--- src/rtl/can_tst_pkg.sv ---
package can_tst_pkg;

    typedef enum logic [1:0] {
        TXM_CORE   = 2'b00,
        TXM_SAMPLE = 2'b01,
        TXM_DOM    = 2'b10,
        TXM_REC    = 2'b11
    } txm_e;

    typedef struct packed {
        txm_e txm;
        logic lbk;
    } tst_fields_t;

    localparam int unsigned RX_BIT  = 7;
    localparam int unsigned TXM_LSB = 5;
    localparam int unsigned LBK_BIT = 4;

endpackage

--- src/rtl/can_tst_rxsync.sv ---
module can_tst_rxsync #(
    parameter int unsigned STAGES = 2
) (
    input  logic clk,
    input  logic rst_n,
    input  logic rx_raw,
    output logic rx_lvl
);
    typedef struct packed {
        logic [STAGES-1:0] chain;
    } sync_st_t;

    sync_st_t st_d, st_q;

    always_comb begin
        st_d = st_q;
        if (STAGES > 1) begin
            st_d.chain = {st_q.chain[STAGES-2:0], rx_raw};
        end else begin
            st_d.chain = rx_raw;
        end
    end

    always_ff @(posedge clk or negedge rst_n) begin
        if (!rst_n) begin
            st_q <= '{chain: '1};
        end else begin
            st_q <= st_d;
        end
    end

    assign rx_lvl = st_q.chain[STAGES-1];

endmodule

--- src/rtl/can_tst_regs.sv ---
module can_tst_regs
    import can_tst_pkg::*;
#(
    parameter int unsigned ADDR_W     = 8,
    parameter int unsigned DATA_W     = 32,
    parameter logic [ADDR_W-1:0] REG_OFFSET = 8'h10
) (
    input  logic              clk,
    input  logic              rst_n,
    input  logic              bus_sel,
    input  logic              bus_wr,
    input  logic [ADDR_W-1:0] bus_addr,
    input  logic [DATA_W-1:0] bus_wdata,
    output logic [DATA_W-1:0] bus_rdata,
    input  logic              test_en,
    input  logic              rx_lvl,
    output tst_fields_t       fields
);
    typedef struct packed {
        tst_fields_t f;
    } reg_st_t;

    reg_st_t st_d, st_q;
    logic    hit;
    logic    wr_hit;
    logic    unused_wdata;

    assign hit    = bus_sel && (bus_addr == REG_OFFSET);
    assign wr_hit = hit && bus_wr;
    assign unused_wdata = ^{bus_wdata[DATA_W-1:RX_BIT], bus_wdata[LBK_BIT-1:0]};

    always_comb begin
        st_d = st_q;
        if (!test_en) begin
            st_d.f = '0;
        end else if (wr_hit) begin
            st_d.f.txm = txm_e'(bus_wdata[TXM_LSB +: 2]);
            st_d.f.lbk = bus_wdata[LBK_BIT];
        end
    end

    always_ff @(posedge clk or negedge rst_n) begin
        if (!rst_n) begin
            st_q <= '0;
        end else begin
            st_q <= st_d;
        end
    end

    always_comb begin
        bus_rdata = '0;
        if (hit && !bus_wr) begin
            bus_rdata[RX_BIT]         = rx_lvl;
            bus_rdata[TXM_LSB +: 2]   = st_q.f.txm;
            bus_rdata[LBK_BIT]        = st_q.f.lbk;
        end
    end

    assign fields = st_q.f;

    // a gated write lands on the next edge
    assert_wr_takes_R1: assert property (@(posedge clk) disable iff (!rst_n)
        (wr_hit && test_en) |=> (fields.lbk == $past(bus_wdata[LBK_BIT])));

    // without a write the fields hold while test mode stays on
    assert_hold_R1: assert property (@(posedge clk) disable iff (!rst_n)
        (!wr_hit && test_en) |=> $stable(fields));

    // leaving test mode clears every field
    assert_clear_R2: assert property (@(posedge clk) disable iff (!rst_n)
        !test_en |=> (fields == '0));

endmodule

--- src/rtl/can_tst_txmux.sv ---
module can_tst_txmux
    import can_tst_pkg::*;
(
    input  logic clk,
    input  logic rst_n,
    input  txm_e txm,
    input  logic core_tx,
    input  logic bit_end,
    input  logic samp_pt,
    output logic tx_pin
);
    typedef struct packed {
        logic tx;
    } tx_st_t;

    tx_st_t st_d, st_q;

    always_comb begin
        st_d = st_q;
        unique case (txm)
            TXM_CORE:   if (bit_end) st_d.tx = core_tx;
            TXM_SAMPLE: st_d.tx = samp_pt;
            TXM_DOM:    st_d.tx = 1'b0;
            TXM_REC:    st_d.tx = 1'b1;
            default:    st_d.tx = 1'b1;
        endcase
    end

    always_ff @(posedge clk or negedge rst_n) begin
        if (!rst_n) begin
            st_q <= '{tx: 1'b1};
        end else begin
            st_q <= st_d;
        end
    end

    assign tx_pin = st_q.tx;

    assert_core_load_R5: assert property (@(posedge clk) disable iff (!rst_n)
        (txm == TXM_CORE && bit_end) |=> (tx_pin == $past(core_tx)));

    assert_core_hold_R5: assert property (@(posedge clk) disable iff (!rst_n)
        (txm == TXM_CORE && !bit_end) |=> $stable(tx_pin));

    assert_sample_R6: assert property (@(posedge clk) disable iff (!rst_n)
        (txm == TXM_SAMPLE) |=> (tx_pin == $past(samp_pt)));

    assert_dom_R7: assert property (@(posedge clk) disable iff (!rst_n)
        (txm == TXM_DOM) |=> !tx_pin);

    assert_rec_R7: assert property (@(posedge clk) disable iff (!rst_n)
        (txm == TXM_REC) |=> tx_pin);

endmodule

--- src/rtl/can_testpin_ctrl.sv ---
module can_testpin_ctrl
    import can_tst_pkg::*;
#(
    parameter int unsigned ADDR_W      = 8,
    parameter int unsigned DATA_W      = 32,
    parameter logic [ADDR_W-1:0] REG_OFFSET = 8'h10,
    parameter int unsigned SYNC_STAGES = 2
) (
    input  logic              clk,
    input  logic              rst_n,
    input  logic              bus_sel,
    input  logic              bus_wr,
    input  logic [ADDR_W-1:0] bus_addr,
    input  logic [DATA_W-1:0] bus_wdata,
    output logic [DATA_W-1:0] bus_rdata,
    input  logic              test_en,
    input  logic              rx_pin,
    input  logic              core_tx,
    input  logic              bit_end,
    input  logic              samp_pt,
    output logic              tx_pin,
    output logic              lpbk_en,
    output logic              rx_core
);
    tst_fields_t fields;
    logic        rx_lvl;

    can_tst_rxsync #(.STAGES(SYNC_STAGES)) u_rxsync (
        .clk    (clk),
        .rst_n  (rst_n),
        .rx_raw (rx_pin),
        .rx_lvl (rx_lvl)
    );

    can_tst_regs #(
        .ADDR_W     (ADDR_W),
        .DATA_W     (DATA_W),
        .REG_OFFSET (REG_OFFSET)
    ) u_regs (
        .clk       (clk),
        .rst_n     (rst_n),
        .bus_sel   (bus_sel),
        .bus_wr    (bus_wr),
        .bus_addr  (bus_addr),
        .bus_wdata (bus_wdata),
        .bus_rdata (bus_rdata),
        .test_en   (test_en),
        .rx_lvl    (rx_lvl),
        .fields    (fields)
    );

    can_tst_txmux u_txmux (
        .clk     (clk),
        .rst_n   (rst_n),
        .txm     (fields.txm),
        .core_tx (core_tx),
        .bit_end (bit_end),
        .samp_pt (samp_pt),
        .tx_pin  (tx_pin)
    );

    assign lpbk_en = fields.lbk;
    assign rx_core = fields.lbk ? core_tx : rx_lvl;

endmodule

--- config.mk ---
export PLATFORM = sky130hd
export DESIGN_NAME = can_testpin_ctrl
export DESIGN_NICKNAME = d
export VERILOG_FILES = /design/src/rtl/can_tst_pkg.sv /design/src/rtl/can_tst_rxsync.sv /design/src/rtl/can_tst_regs.sv /design/src/rtl/can_tst_txmux.sv /design/src/rtl/can_testpin_ctrl.sv
export SDC_FILE = /design/constraint.sdc
export NUM_CORES = 1
export LEC_CHECK = 0
export BUFFER_PORTS_ARGS = -buffer_cell sky130_fd_sc_hd__buf_2
export CAP_MARGIN = 10
export CORE_MARGIN = 4
export CORE_UTILIZATION = 30
export DETAILED_ROUTE_END_ITERATION = 8
export GPL_ROUTABILITY_DRIVEN = 0
export GPL_TIMING_DRIVEN = 0
export PLACE_DENSITY_LB_ADDON = 0.12
export SLEW_MARGIN = 25
export SYNTH_ARGS = -nofsm -noshare
export SYNTH_HDL_FRONTEND = slang
export SYNTH_SLANG_ARGS = --single-unit
export TNS_END_PERCENT = 30
--- constraint.sdc ---
create_clock -name clk -period 1.9 [get_ports clk]
set_clock_uncertainty 0.1 [all_clocks]
set_input_delay 0.38 -clock clk [delete_from_list [all_inputs] [get_ports clk]]
set_output_delay 0.38 -clock clk [all_outputs]
set_load 0.02 [all_outputs]
# [After elaboration in Yosys (flattened, before gate mapping)]
# Index checks and enable logic that the tools add are counted.
[op_classes] muxes=6 n_reduce_logical=5 n_eq_ne=6
[op_table] operator="equality test 8 x 5 -> 1 bit, second input constant" count=1
[op_table] operator="2-to-1 mux 3 bit" count=2
[op_table] operator="equality test 2 bit, second input constant" count=2
[op_table] operator="2-to-1 mux 4 bit" count=1
[op_table] operator="one-hot mux 1 bit (4 select lines)" count=1
[op_table] operator="logical AND 1 bit" count=3
[op_table] operator="equality test 2 x 1 -> 1 bit, second input constant" count=1
[op_table] operator="zero test 2 bit" count=1
[op_table] operator="2-to-1 mux 1 bit" count=2
[op_table] operator="inequality test 2 x 1 -> 1 bit, second input constant" count=1
[op_table] operator="inequality test 2 bit, second input constant" count=1
[op_table] operator="zero test 1 bit" count=1
[word_totals] wordCells=21 in_bits=49 reg_bits=6 out_inout_bits=35

# [Depth between registers and ports, before layout]
[depth] depth_word=5 depth_mapped=3 ltp_nobuf=3

# [Hierarchy]
# A second synthesis with hierarchy kept.
[unflattened] cells_unflattened=58 area_unflattened_um2=551.8
[by_module_without_submodules] mod="can_tst_regs" cells_per_inst=51 area_per_inst_um2=435.4 seq_area_each_um2=75.1 n_inst=1
[by_module_without_submodules] mod="can_tst_rxsync" cells_per_inst=2 area_per_inst_um2=52.6 seq_area_each_um2=52.6 n_inst=1
[by_module_without_submodules] mod="can_tst_txmux" cells_per_inst=4 area_per_inst_um2=48.8 seq_area_each_um2=26.3 n_inst=1
[by_module_without_submodules] mod="can_testpin_ctrl" cells_per_inst=1 area_per_inst_um2=15.0 seq_area_each_um2=0.0 n_inst=1

# [Least setup slack after synthesis]
# OpenSTA, ideal clock, no wires.
[synth_path] kind="input to output" start="in bus_addr[6]" end="out bus_rdata[4]" slack_ps=344 cell_stages=3 arrival_time_ps=1076 required_time_ps=1420 n_path_buf=0 cell_sequence="and4bb_2 > and3_1 > and2_1"
[synth_between] elab_chain_len=4
[synth_lines] item="start, declared" line_no="can_testpin_ctrl.sv:13" source="input logic [ADDR_W-1:0] bus_addr,"
[synth_lines] item="equality test 8 x 5 -> 1 bit" line_no="can_tst_regs.sv:28" source="assign hit = bus_sel && (bus_addr == REG_OFFSET);"
[synth_lines] item="logical AND 1 bit" line_no="can_tst_regs.sv:28"
[synth_lines] item="logical AND 1 bit" line_no="can_tst_regs.sv:52" source="if (hit && !bus_wr) begin"
[synth_lines] item="2-to-1 mux 4 bit" line_no="can_tst_regs.sv:52"
[synth_lines] item="end, declared" line_no="can_testpin_ctrl.sv:15" source="output logic [DATA_W-1:0] bus_rdata,"
# No other way between the ends.

# [Final worst setup path]
[layout_path] start="in bus_addr[1]" end="out bus_rdata[5]"
# Same word-level chain as after synthesis.

==> results.rst <==
.. list-table::
   :header-rows: 1

   * - Metric
     - Value
   * - Wire length of the first global-routing pass
     - 1.628 mm
   * - Capturing element type of the critical path
     - output pin
   * - Worst Path Required
     - 1.42 ns
   * - Diode insertion count for antenna repair
     - 0
   * - DRC violation total after the first TritonRoute iteration
     - 2
   * - Horizontal die dimension
     - 50.50 um
   * - Clock insertion delay at the later pin of the skew report
     - 0.24 ns
   * - Inst Count DP
     - 136
   * - Outcome
     - complete, no violations
   * - RSZ-0062 raised after global routing
     - false
   * - Number of cells on the worst reg-to-reg path
     - 2
   * - Post-route cell area
     - 842.1 um2
   * - ANT nets after route
     - 0
   * - Number of max-capacitance violations reported
     - 0
   * - Count of buffers inserted at the top-level ports
     - 26
   * - Min-Delay Path Class
     - input port to flop
   * - Crit-path slowest cell
     - sky130_fd_sc_hd__nor4_1
   * - Number of antenna violations at the first check in global routing
     - 0
   * - Proportion of total power due to net switching
     - 30.58%
   * - Mapped Area
     - 541.8 um2
   * - DRC Markers
     - 0
   * - Vias
     - 450
   * - Cell breakdown of the critical path
     - buf_2, nor4_1, and3_2, and2_1, buf_2
   * - Setup slack, reg-to-reg
     - 0.94 ns
   * - FF+latch area
     - 153.9 um2
   * - Clock tree from TritonCTS
     - done
   * - First-pass iteration count of the detailed router
     - 2
   * - Placement-stage cell area
     - 804.5 um2
   * - Y dimension of the die
     - 50.50 um
   * - Clock slew at reported path FFs
     - 0.04 ns
   * - Number of failing hold endpoints at the final stage
     - 0
   * - Final Slew Violations
     - 0
   * - Cell occurring most often along the worst timing path
     - sky130_fd_sc_hd__buf_2
   * - Nature of the critical path startpoint
     - input port
   * - Reg2reg start
     - u_txmux.tx_pin
   * - Detailed placement HPWL
     - 1.001 mm
   * - Leakage power
     - 0.5276 nW
   * - Hold path depth
     - 1
   * - CTS H-Tree Depth
     - 1
   * - Number of nets in the finished design
     - 166
   * - Portion of total power attributed to combinational logic
     - 35.0%
   * - Via count of the first global-routing pass
     - 392
   * - Synthesized netlist cell count
     - 58
   * - Total I/O pin count
     - 84
   * - Max stage delay on crit path
     - 0.26 ns
   * - Count of different cell masters after synthesis
     - 16
   * - # setup viols final
     - 0
   * - Internal power contribution
     - 277.6 uW
   * - Mean instance size in the synthesized netlist
     - 9.341 um2
   * - End of the worst register-to-register path
     - u_txmux.tx_pin
   * - # fillers
     - 183
   * - Seq pwr share
     - 34.4%
   * - Clock share of power
     - 30.7%
   * - Sequential fraction of the synthesis area
     - 28.41%
   * - Worst setup path startpoint
     - bus_addr[1]
   * - Clock Root Buffer
     - sky130_fd_sc_hd__clkbuf_4
   * - Initial core utilization
     - 31.38%
   * - Vias/cell
     - 3.191
   * - Number of buffers on the longest clock path
     - 2
   * - Data arrival time of the critical path
     - 1.30 ns
   * - Cts bufs inserted
     - 3
   * - Maximum ir drop on the vdd rail
     - 0.0003674 V
   * - Global Route Usage Sum
     - 8.235%
   * - Switching power summed over all nets
     - 122.3 uW
   * - Number of storage elements in the synthesis netlist
     - 6
   * - Worst Path Max Fanout
     - 4
   * - Category of the most critical setup path
     - input port to output pin
   * - Crit path to
     - bus_rdata[5]
   * - Fin crit share
     - 93.70%
   * - Setup repair bufs after CTS
     - 0
   * - Sum Neg Setup Slack
     - 0 ns
   * - Number of clock sinks
     - 6
   * - Synthesis-to-finish area growth
     - 55.43%
   * - Total wirelength of the detailed-routed design
     - 1.103 mm
   * - Combined area of the multi-input logic cells
     - 280.3 um2
   * - Power per cell area
     - 475.0 nW/um2
   * - Total congestion overflow after global routing
     - 0
   * - Final critical path time including I/O delays and setup
     - 1.780 ns
   * - Ys Warns
     - 0
   * - Share of cells above drive strength 1
     - 56.03%
   * - Site Rows
     - 15
   * - Per-cell routed wire length
     - 7.823 um
   * - Final Power
     - 399.9 uW
   * - Max Freq
     - 561.7 MHz
   * - Placeable core region
     - 1727 um2
   * - Full die area
     - 2550 um2
   * - Final Instance Count excl. Fillers
     - 141
   * - Maximum number of pins on one net before global-route repair
     - 7
==> worst min path at each step <==
| stage | start | endpoint | slack, ns |
|---|---|---|---|
| after global routing | rx_pin | u_rxsync.st_q[0] | 0.13 |
| after CTS | rx_pin | u_rxsync.st_q[0] | 0.14 |
| after floorplan | rst_n | u_regs.fields[0] | -0.02 |
| after global placement | rst_n | u_regs.fields[2] | 0.11 |
| final | rx_pin | u_rxsync.st_q[0] | 0.14 |
| after detailed placement | rst_n | u_regs.fields[2] | 0.11 |
==> state kept, by name, indices dropped and copies added (netlist names) <==
signal and count:
u_regs.fields 3, u_rxsync.st_q 2, u_txmux.tx_pin 1
==> power groups by stage <==
| stage | Combinational, mW | Sequential, mW | Clock (mW) |
|---|---|---|---|
| 2_1_floorplan | 0.104 | 0.142 | 0 |
| 3_3_place_gp | 0.136 | 0.139 | 0 |
| 3_5_place_dp | 0.136 | 0.139 | 0 |
| 4_1_cts | 0.138 | 0.137 | 0.130 |
| 5_1_grt | 0.152 | 0.138 | 0.141 |
| 6_report | 0.140 | 0.137 | 0.123 |
==> cell usage in the layout (no fill, tap or decap), types with 3 or more instances in the layout <==
cell | Yosys | final
sky130_fd_sc_hd__clkbuf_4 | 0 | 3
sky130_fd_sc_hd__buf_2 | 0 | 26
sky130_fd_sc_hd__buf_4 | 28 | 28
sky130_fd_sc_hd__dfrtp_1 | 3 | 3
sky130_fd_sc_hd__dfstp_2 | 3 | 3
sky130_fd_sc_hd__and2_1 | 4 | 4
sky130_fd_sc_hd__mux2i_1 | 4 | 4
sky130_fd_sc_hd__conb_1 | 1 | 28
sky130_fd_sc_hd__nand2_1 | 6 | 6
==> cells in the mapped netlist <==
master	number	area share, %
sky130_fd_sc_hd__buf_4	28	39
sky130_fd_sc_hd__nand2_1	6	4.2
sky130_fd_sc_hd__and2_1	4	4.6
sky130_fd_sc_hd__mux2i_1	4	7.4
sky130_fd_sc_hd__dfrtp_1	3	14
sky130_fd_sc_hd__dfstp_2	3	15
sky130_fd_sc_hd__and3_1	1	1.2
sky130_fd_sc_hd__and4bb_2	1	2.3
sky130_fd_sc_hd__conb_1	1	0.69
sky130_fd_sc_hd__mux2_2	1	2.1
sky130_fd_sc_hd__nand3_2	1	1.8
sky130_fd_sc_hd__nor2_1	1	0.69
sky130_fd_sc_hd__nor4_1	1	1.2
sky130_fd_sc_hd__nor4b_4	1	4.4
sky130_fd_sc_hd__o21ai_0	1	0.92
sky130_fd_sc_hd__o31ai_1	1	1.4
==> what timing repair did <==
action                                  CTS  global route
endpoints found under the hold margin     3             0
gates resized for setup                   0             1
endpoints found under the setup margin    0             2
hold buffers                              1             0
==> metal layers <==
metal / vias to the layer above / share of wire (%) / global-route usage (%)
met1: 169 / 37 / 8.680
met5: - / 0 / 0
met3: 0 / 18 / 3.858
li1: 249 / - / -
met4: 0 / 0 / 2.691
met2: 32 / 46 / 14.35
==> final cells by class <==
| type | count | area share (%) |
|---|---|---|
| Multi-Input combinational cell | 51 | 33.28 |
| Buffer | 28 | 24.96 |
| Sequential cell | 6 | 18.28 |
| Timing Repair Buffer | 27 | 16.64 |
| Tap cell | 25 | 3.715 |
| Clock buffer | 4 | 3.120 |
==> stage by stage <==
step	worst slack, ns	hold WS, ns	utilization, %
floorplan	0.3445	-0.01559	-
global placement	0.08867	0.1108	46.59
detailed placement	0.08521	0.1149	46.59
CTS	0.06479	0.1364	48.70
global route	0.03980	0.1266	48.77
finish	0.1197	0.1443	48.77
==> kinds of logic after synthesis <==
kind of cell / count (synthesis) / share of synthesized area (%)
buffers and inverters: 28 / 38.80
and+or+nand+nor: 16 / 20.32
DFF: 6 / 28.41
muxes: 5 / 9.469
AOI/OAI and AO/OA: 2 / 2.309
other: 1 / 0.6922
==> worst max-delay path: cells and delay by family <==
family                 cells  cell delay, ns
AND/OR/NAND/NOR            3            0.64
buffers and inverters      2            0.28
No activity file was read; power rests on OpenSTA's default activity.
